--- src/rtl/fbx_pkg.sv ---
package fbx_pkg;
  localparam int SEL_OFF_LSB = 0;
  localparam int SEL_OFF_W   = 5;
  localparam int SEL_CNT_LSB = 8;
  localparam int SEL_CNT_W   = 4;
  localparam int SEL_DEF_LSB = 16;
  localparam int SEL_DEF_W   = 8;
  localparam int FMT_BPP_LSB = 3;
  localparam int NUM_COMP    = 3;

  typedef struct packed {
    logic [SEL_DEF_W-1:0] dflt;
    logic [SEL_CNT_W-1:0] cnt;
    logic [SEL_OFF_W-1:0] off;
  } comp_cfg_t;

  function automatic comp_cfg_t decode_sel(input logic [31:0] sel);
    comp_cfg_t c;
    c.off  = sel[SEL_OFF_LSB +: SEL_OFF_W];
    c.cnt  = sel[SEL_CNT_LSB +: SEL_CNT_W];
    c.dflt = sel[SEL_DEF_LSB +: SEL_DEF_W];
    return c;
  endfunction
endpackage

--- src/rtl/fbx_lane_pack.sv ---
module fbx_lane_pack #(
  parameter int LANES  = 4,
  parameter int LANE_W = 8,
  localparam int WORD_W = LANES * LANE_W,
  localparam int BPP_W  = $clog2(LANES)
) (
  input  logic [WORD_W-1:0] raw_i,
  input  logic [BPP_W-1:0]  bpp_m1_i,
  output logic [WORD_W-1:0] word_o
);
  for (genvar l = 0; l < LANES; l++) begin : g_lane
    // lanes above the programmed byte count are cleared
    assign word_o[l*LANE_W +: LANE_W] =
      (BPP_W'(l) <= bpp_m1_i) ? raw_i[l*LANE_W +: LANE_W] : '0;
  end
endmodule

--- src/rtl/fbx_comp_extract.sv ---
module fbx_comp_extract #(
  parameter int WORD_W = 32,
  parameter int OUT_W  = 8,
  parameter int OFF_W  = 5,
  parameter int CNT_W  = 4
) (
  input  logic [WORD_W-1:0] word_i,
  input  logic [OFF_W-1:0]  off_i,
  input  logic [CNT_W-1:0]  cnt_i,
  input  logic [OUT_W-1:0]  dflt_i,
  input  logic              force_dflt_i,
  output logic [OUT_W-1:0]  comp_o
);
  logic [CNT_W-1:0]  n;
  logic [WORD_W-1:0] shifted;
  logic [OUT_W-1:0]  field;
  logic [OUT_W-1:0]  top_al;
  logic [OUT_W-1:0]  scaled;

  always_comb begin
    n       = (cnt_i > CNT_W'(OUT_W)) ? CNT_W'(OUT_W) : cnt_i;
    shifted = word_i >> off_i;
    field   = '0;
    for (int b = 0; b < OUT_W; b++) begin
      if (b < int'(n)) field[b] = shifted[b];
    end
    top_al = field << (OUT_W - int'(n));
    // repeat the field downward until all output bits are filled
    scaled = '0;
    for (int j = 0; j < OUT_W; j++) begin
      scaled = scaled | (top_al >> (j * int'(n)));
    end
    comp_o = (force_dflt_i || cnt_i == '0) ? dflt_i : scaled;
  end
endmodule

--- src/rtl/fb_pixel_unpack.sv ---
module fb_pixel_unpack
  import fbx_pkg::*;
#(
  parameter int LANES  = 4,
  parameter int LANE_W = 8,
  parameter int OUT_W  = 8,
  localparam int WORD_W = LANES * LANE_W,
  localparam int BPP_W  = $clog2(LANES)
) (
  input  logic              clk_i,
  input  logic              rst_ni,
  input  logic [31:0]       fmt_i,
  input  logic [31:0]       red_sel_i,
  input  logic [31:0]       grn_sel_i,
  input  logic [31:0]       blu_sel_i,
  input  logic [WORD_W-1:0] word_i,
  input  logic              word_valid_i,
  output logic              ready_o,
  input  logic              underrun_i,
  input  logic              blank_i,
  output logic [OUT_W-1:0]  red_o,
  output logic [OUT_W-1:0]  grn_o,
  output logic [OUT_W-1:0]  blu_o,
  output logic              valid_o
);
  logic [WORD_W-1:0] packed_word;
  logic [BPP_W-1:0]  bpp_m1;
  logic              force_dflt;
  logic              take;
  comp_cfg_t         cfg   [NUM_COMP];
  logic [OUT_W-1:0]  comp  [NUM_COMP];
  logic [OUT_W-1:0]  rgb_q [NUM_COMP];
  logic              valid_q;

  assign bpp_m1     = fmt_i[FMT_BPP_LSB +: BPP_W];
  assign force_dflt = blank_i | underrun_i;
  assign take       = word_valid_i | force_dflt;
  assign ready_o    = rst_ni & ~blank_i;

  assign cfg[0] = decode_sel(red_sel_i);
  assign cfg[1] = decode_sel(grn_sel_i);
  assign cfg[2] = decode_sel(blu_sel_i);

  fbx_lane_pack #(.LANES(LANES), .LANE_W(LANE_W)) u_pack (
    .raw_i    (word_i),
    .bpp_m1_i (bpp_m1),
    .word_o   (packed_word)
  );

  for (genvar c = 0; c < NUM_COMP; c++) begin : g_comp
    fbx_comp_extract #(
      .WORD_W(WORD_W), .OUT_W(OUT_W), .OFF_W(SEL_OFF_W), .CNT_W(SEL_CNT_W)
    ) u_ext (
      .word_i       (packed_word),
      .off_i        (cfg[c].off),
      .cnt_i        (cfg[c].cnt),
      .dflt_i       (OUT_W'(cfg[c].dflt)),
      .force_dflt_i (force_dflt),
      .comp_o       (comp[c])
    );

    always_ff @(posedge clk_i or negedge rst_ni) begin
      if (!rst_ni)   rgb_q[c] <= '0;
      else if (take) rgb_q[c] <= comp[c];
    end
  end

  always_ff @(posedge clk_i or negedge rst_ni) begin
    if (!rst_ni) valid_q <= 1'b0;
    else         valid_q <= take;
  end

  assign red_o   = rgb_q[0];
  assign grn_o   = rgb_q[1];
  assign blu_o   = rgb_q[2];
  assign valid_o = valid_q;
endmodule

--- config.mk ---
export PLATFORM = sky130hd
export DESIGN_NAME = fb_pixel_unpack
export DESIGN_NICKNAME = d
export VERILOG_FILES = /design/src/rtl/fbx_pkg.sv /design/src/rtl/fbx_lane_pack.sv /design/src/rtl/fbx_comp_extract.sv /design/src/rtl/fb_pixel_unpack.sv
export SDC_FILE = /design/constraint.sdc
export NUM_CORES = 1
export LEC_CHECK = 0
export ABC_AREA = 1
export ABC_CLOCK_PERIOD_IN_PS = 1100
export BUFFER_PORTS_ARGS = -buffer_cell sky130_fd_sc_hd__buf_4
export CORE_MARGIN = 2
export CORE_UTILIZATION = 35
export DETAILED_ROUTE_END_ITERATION = 8
export PLACE_DENSITY = 0.61
export SYNTH_ARGS = -nofsm -noshare
export SYNTH_HDL_FRONTEND = slang
export SYNTH_SLANG_ARGS = --single-unit
--- constraint.sdc ---
create_clock -name clk_i -period 1.1 [get_ports clk_i]
set_clock_uncertainty 0.1 [all_clocks]
set_input_delay 0.22 -clock clk_i [delete_from_list [all_inputs] [get_ports clk_i]]
set_output_delay 0.22 -clock clk_i [all_outputs]
set_load 0.02 [all_outputs]
# Word level (Yosys, flattened, before mapping)
# Cells that the tools add are included.
# op_classes
n_addsub,3
multipliers,12
n_lt_le_gt_ge,31
n_shift,27
n_mux,34
bitwise,25
reduce_logical,6
# op_table
operator,n
8-bit by 32-bit right shift with 8-bit output,12
8-bit OR,21
8-bit by 32-bit left shift with 8-bit output,3
32-bit by 5-bit right shift with 8-bit output,3
8-bit two-way mux,7
3-bit by 4-bit < comparator with 1-bit output (first input constant),12
3-bit by 4-bit multiplier with 7-bit output (first input constant),6
2-bit by 4-bit multiplier with 6-bit output (first input constant),6
1-bit by 4-bit < comparator with 1-bit output (first input constant),6
2-bit by 4-bit < comparator with 1-bit output (first input constant),6
1-bit two-way mux,24
8-bit by 4-bit right shift with 8-bit output,3
8-bit by 5-bit right shift with 8-bit output,3
8-bit by 6-bit right shift with 8-bit output,3
4-bit by 4-bit subtractor with 5-bit output (first input constant),3
4-bit > comparator (second input constant),3
4-bit zero test,3
4-bit two-way mux,3
1-bit by 2-bit less-or-equal comparator with 1-bit output (first input constant),2
2-bit less-or-equal comparator (first input constant),2
1-bit logical OR,3
1-bit OR,2
1-bit bitwise AND,1
1-bit NOT,1
# word_totals
ff_bits,25
out_inout_bits,26
word_cells,142

# Longest topological paths before layout
# logic_depth
ltp_word,14
depth_mapped,27

# By module
# Synthesis repeated with hierarchy kept, for this count alone.
# unflattened
hier_cells,2098
area_unflattened_um2,10348.7
# modules_own_cells
module,instances,cells_each,area_per_inst_um2,seq_area_each_um2
fbx_comp_extract at g_comp[0].u_ext ...,2,638,2999.1,0.0
fbx_comp_extract at g_comp[2].u_ext,1,654,3045.4,0.0
fb_pixel_unpack,1,109,1011.0,625.6
fbx_lane_pack,1,59,294.0,0.0

# Least setup slack after synthesis
# Ideal clock, no wire load.
# synth_timing
kind,input -> register
start,in blu_sel_i[11]
end,reg rgb_q (netlist bit blu_o[3])
setup_ps,76
t_arrival_ps,3828
required_ps,924
setup_slack_ps,-2905
cell_stages,20
path_buffers,3
path_cell_list,buf_2 -> inv_1 -> o21ai_0 -> inv_1 -> clkbuf_1 -> clkbuf_1 -> fa_1 -> ha_1 -> fa_1 -> inv_1 -> a211o_1 -> a2111oi_0 -> inv_1 -> nor2_1 -> nand3_1 -> a21oi_1 -> nand2_1 -> nand2_1 -> nor2_1 -> o21ai_1
# synth_via
elab_chain_len,14
word_cells_on_any_way,41
cone_classes,add/sub (1); mul (4); order compare (9); shift (8); mux (10); bitwise (7); reduce/logical (2)
# synth_lines
element,line,text
"start, declared",fb_pixel_unpack.sv:15,"input logic [31:0] blu_sel_i,"
4-bit > comparator,fbx_comp_extract.sv:21,n = (cnt_i > CNT_W'(OUT_W)) ? CNT_W'(OUT_W) : cnt_i;
4-bit two-way mux,fbx_comp_extract.sv:21,
1-bit by 4-bit < comparator with 1-bit output (tied with other cells),fbx_comp_extract.sv:25,if (b < int'(n)) field[b] = shifted[b];
1-bit two-way mux,fbx_comp_extract.sv:25,
8-bit by 32-bit left shift with 8-bit output,fbx_comp_extract.sv:27,top_al = field << (OUT_W - int'(n));
8-bit by 4-bit right shift with 8-bit output,fbx_comp_extract.sv:31,scaled = scaled | (top_al >> (j * int'(n)));
8-bit OR (7 in a row),fbx_comp_extract.sv:31,
8-bit two-way mux *,fbx_comp_extract.sv:33,comp_o = (force_dflt_i || cnt_i == '0) ? dflt_i : scaled;
"end signal, assigned by index",fb_pixel_unpack.sv:64,else if (take) rgb_q[c] <= comp[c];
"end, declared",fb_pixel_unpack.sv:32,logic [OUT_W-1:0] rgb_q [NUM_COMP];
# Mark *: on every way between the ends. The rest lies on a longest branch, timed or not.
# A chain may end at the register's enable or synchronous reset.

# Final worst setup path
# layout_timing
start,in red_sel_i[9]
end,reg rgb_q (netlist bit red_o[1])
# layout_via
elab_chain_len,14
word_cells_on_any_way,41
cone_classes,add/sub (1); mul (4); order compare (9); shift (8); mux (10); bitwise (7); reduce/logical (2)
# layout_lines
element,line,text
"start, declared",fb_pixel_unpack.sv:13,"input logic [31:0] red_sel_i,"
4-bit > comparator,fbx_comp_extract.sv:21,
4-bit two-way mux,fbx_comp_extract.sv:21,
1-bit by 4-bit < comparator with 1-bit output (tied with other cells),fbx_comp_extract.sv:25,
1-bit two-way mux,fbx_comp_extract.sv:25,
8-bit by 32-bit left shift with 8-bit output,fbx_comp_extract.sv:27,
8-bit by 4-bit right shift with 8-bit output,fbx_comp_extract.sv:31,
8-bit OR (7 in a row),fbx_comp_extract.sv:31,
8-bit two-way mux *,fbx_comp_extract.sv:33,
# Marked as above.

==> summary.md <==
| Metric | Value |
|---|---|
| Seq/Total Area, Yosys | `0.0654` |
| RSZ-0062 raised after global routing | `yes` |
| Data arrival, critical path | `2.97 ns` |
| FP Rows | `60` |
| Wire length per cell | `16.2 um` |
| WP buf/inv | `7` |
| Worst Reg2Reg Path Length in Cells | `4` |
| Fin cells | `2846` |
| Initial antenna violation count | `0` |
| Fmax | `0.350 GHz` |
| CP cell instances | `buf_6, nor2_4, inv_2, nor2_2, inv_2, nand2_4, nand2_4, inv_4, fa_1, ha_2, fa_2, nand2_2, o2111ai_4, buf_4, buf_6, nor2_1, nand3_1, nand2_1, nand2_2, nand2_1, inv_1, nand2_2, nand2_2, nand2_2` |
| Area added between synthesis and finish | `69.1%` |
| Simple-gate share of the synthesized area | `0.677` |
| CTS Root Cell | `clkbuf_16` |
| Post-Syn Area | `0.00957 mm^2` |
| Worst hold endpoint | `blu_o[6]` |
| Peak supply drop | `649 uV` |
| Chip Width | `169 um` |
| Clock buffer depth | `2` |
| Largest net degree at the start of global routing | `28` |
| CTS sink cnt | `25` |
| DR DRC count | `0` |
| CP most frequent cell | `nand2_2` |
| Critical setup path kind | `input pin to flop` |
| CP max FO | `3` |
| Yosys cell types | `43` |
| # diodes | `0` |
| Syn. warnings | `0` |
| Post-layout min period | `2.86 ns` |
| Worst-Margin Slew | `0.439 ns` |
| Post-synthesis mux area share | `0` |
| Vias/cell | `5.57` |
| Initial Utilization | `0.356` |
| Clock buffer count from CTS | `3` |
| Total GRT Usage | `0.302` |
| Status | `finished with violations` |
| CP Capture Type | `flop` |
| PwrDens | `706 mW/mm^2` |
| Relative slew slack | `0.705` |
| #FFs+latches synth | `25` |
| Max stage delay cell, worst path | `fa_1` |
| Nets | `2701` |
| Violated checks | `negative setup slack` |
| Via count | `15800` |
| Most common cell after layout, fill and taps aside | `nand2_1` |
| CP peak stage delay | `0.44 ns` |
| Hold WC Path Type | `input pin to flop` |
| Die height | `169 um` |
| Syn_nets | `2190` |
| Critical path startpoint category | `input pin` |
| Final WS setup | `-1.76 ns` |
| Post-Synth XOR/XNOR Area | `0.00458` |
| Clk Latency, worst-skew pair | `0.28 ns` |
| Share of layout cells above drive strength 1 | `0.374` |
| Post-placement cell area | `0.0141 mm^2` |
| Pins Over Slew Limit | `0` |
| Post-route cell area | `0.0162 mm^2` |
| CTS tree | `yes` |
| Final period utilization | `2.60` |
| Post-Syn Instances | `1995` |
| Largest family of logic cells by synthesized area | `simple AND/OR/NAND/NOR gates` |
| Top FF cell, synth | `dfrtp_1` |
| Dpl hpwl | `35.5 mm` |
| Drt first-iter violations | `1672` |
| # setup viols final | `49` |
| Final Hold Vio Count | `0` |
| First-pass GRT wire length | `71.8 mm` |
| Max H-tree Level | `1` |
| Reg2Reg Capture Point | `grn_o[6]` |
| WHS Path Cells | `3` |
| Post-synth EDFFs | `0` |
| Synthesized-area fraction occupied by adder cells | `0.0439` |
| HP Start | `blu_sel_i[22]` |
| Reg2reg start | `grn_o[6]` |
| Syn Area/Cell | `4.80 um^2` |
| Static Leak | `0.00841 uW` |
| Die area | `0.0287 mm^2` |
| R2r setup slk | `0.14 ns` |
| Max-Cap Viols | `0` |
| Synth Area in Compound Gates | `0.0966` |
| CP startpoint | `red_sel_i[9]` |
| Most frequent cells in the layout | `nand2_1 (652), buf_4 (511), nand3_1 (437), nor2_1 (133), inv_1 (124)` |
| Clock transition at path regs | `0.08 ns` |
| # IOs | `191` |
| Global route total overflow | `0` |
| DRT antenna net count | `0` |
| FFs w/ async S/R, synth | `1.00` |
| Total wire length | `46.2 mm` |
| Worst path top cell family by delay | `adder cells` |
| Gpl congestion | `0.973` |
| Cells after DPL | `2779` |
| Number of global-route vias before repair | `14500` |
| WP data required | `1.22 ns` |
| Port bufs | `115` |
| Core area | `0.0269 mm^2` |
| First-pass detailed-route iteration total | `8` |
stage by stage:
| step | worst slack (ns) | hold WS, ns | total power (uW) | TNS (ns) | utilization |
|---|---|---|---|---|---|
| 2_1_floorplan | -2.22 | -0.176 | 5470 | -44.31 | - |
| 3_3_place_gp | -2.19 | 0.158 | 9000 | -46.86 | 0.525 |
| 3_5_place_dp | -2.21 | 0.163 | 9040 | -47.91 | 0.525 |
| 4_1_cts | -1.70 | 0.140 | 10500 | -37.48 | 0.557 |
| 5_1_grt | -1.91 | 0.135 | 12300 | -43.03 | 0.602 |
| 6_report | -1.76 | 0.124 | 11400 | -38.63 | 0.602 |
worst max-delay path by stage:
| stage | to | slack, ns | cells past startpoint |
|---|---|---|---|
| 2_1_floorplan | blu_o[3] | -2.22 | 21 |
| 3_3_place_gp | blu_o[3] | -2.19 | 20 |
| 3_5_place_dp | blu_o[3] | -2.21 | 20 |
| 4_1_cts | blu_o[3] | -1.70 | 20 |
| 5_1_grt | red_o[1] | -1.91 | 24 |
| 6_report | red_o[1] | -1.76 | 24 |
cell type report:
cell class / instances / area [um^2]
fill: 2653 / 10700
inverter: 172 / 684
clock inverter: 1 / 7.51
timing repair buffer: 601 / 5120
tap: 341 / 427
clock buffer: 3 / 75.1
sequential: 25 / 626
multi-input combinational: 1703 / 9250
sequential cells by signal, summed over array words and instances, names as in the netlist:
signal   count
valid_o      1
blu_o        8
red_o        8
grn_o        8
worst reg2reg max path, delay by kind of cell (launching register included):
| family | cells | cell delay, ns |
|---|---|---|
| AO/OA/AOI/OAI | 1 | 0.05 |
| buffers and inverters | 2 | 0.26 |
| flip-flops | 1 | 0.39 |
| AND/OR/NAND/NOR | 1 | 0.05 |
Yosys cell counts (7+ instances only):
cell type,instances,area share
a21oi_1,62,0.032
buf_1,15,0.0059
buf_2,40,0.021
clkbuf_1,36,0.014
clkinv_1,8,0.0031
dfrtp_1,25,0.065
ha_1,24,0.031
inv_1,158,0.062
nand2_1,740,0.29
nand3_1,518,0.27
nand4_1,47,0.031
nor2_1,166,0.065
nor2_2,7,0.0046
o211ai_1,11,0.0086
o21ai_0,59,0.031
o21ai_1,10,0.0052
power breakdown:
part / internal [uW] / switching [uW]
registers: 1040 / 94.4
clock network: 498 / 416
logic: 4170 / 5210
metal layers:
metal / up-vias / global-route usage / share of wire
li1: 7657 / - / -
met1: 7246 / 0.408 / 0.42
met2: 791 / 0.504 / 0.47
met3: 155 / 0.0313 / 0.073
met4: 0 / 0.0988 / 0.038
met5: - / 0 / 0
cell families after synthesis:
logic type,after synthesis
AOI/OAI and AO/OA,165
xor gates and xnor gates,5
adders and majority gates,30
buffers and inverters,268
DFF,25
and+or+nand+nor,1502
repair_timing:
| item | in CTS | in global routing |
|---|---|---|
| pin swaps | 73 | 122 |
| hold buffers | 1 | 0 |
| setup endpoints to repair | 50 | 50 |
| setup buffers | 18 | 39 |
| cloned | 1 | 4 |
| resized for setup | 174 | 216 |
| hold endpoints to repair | 25 | 0 |
No activity file was read; power rests on OpenSTA's default activity.
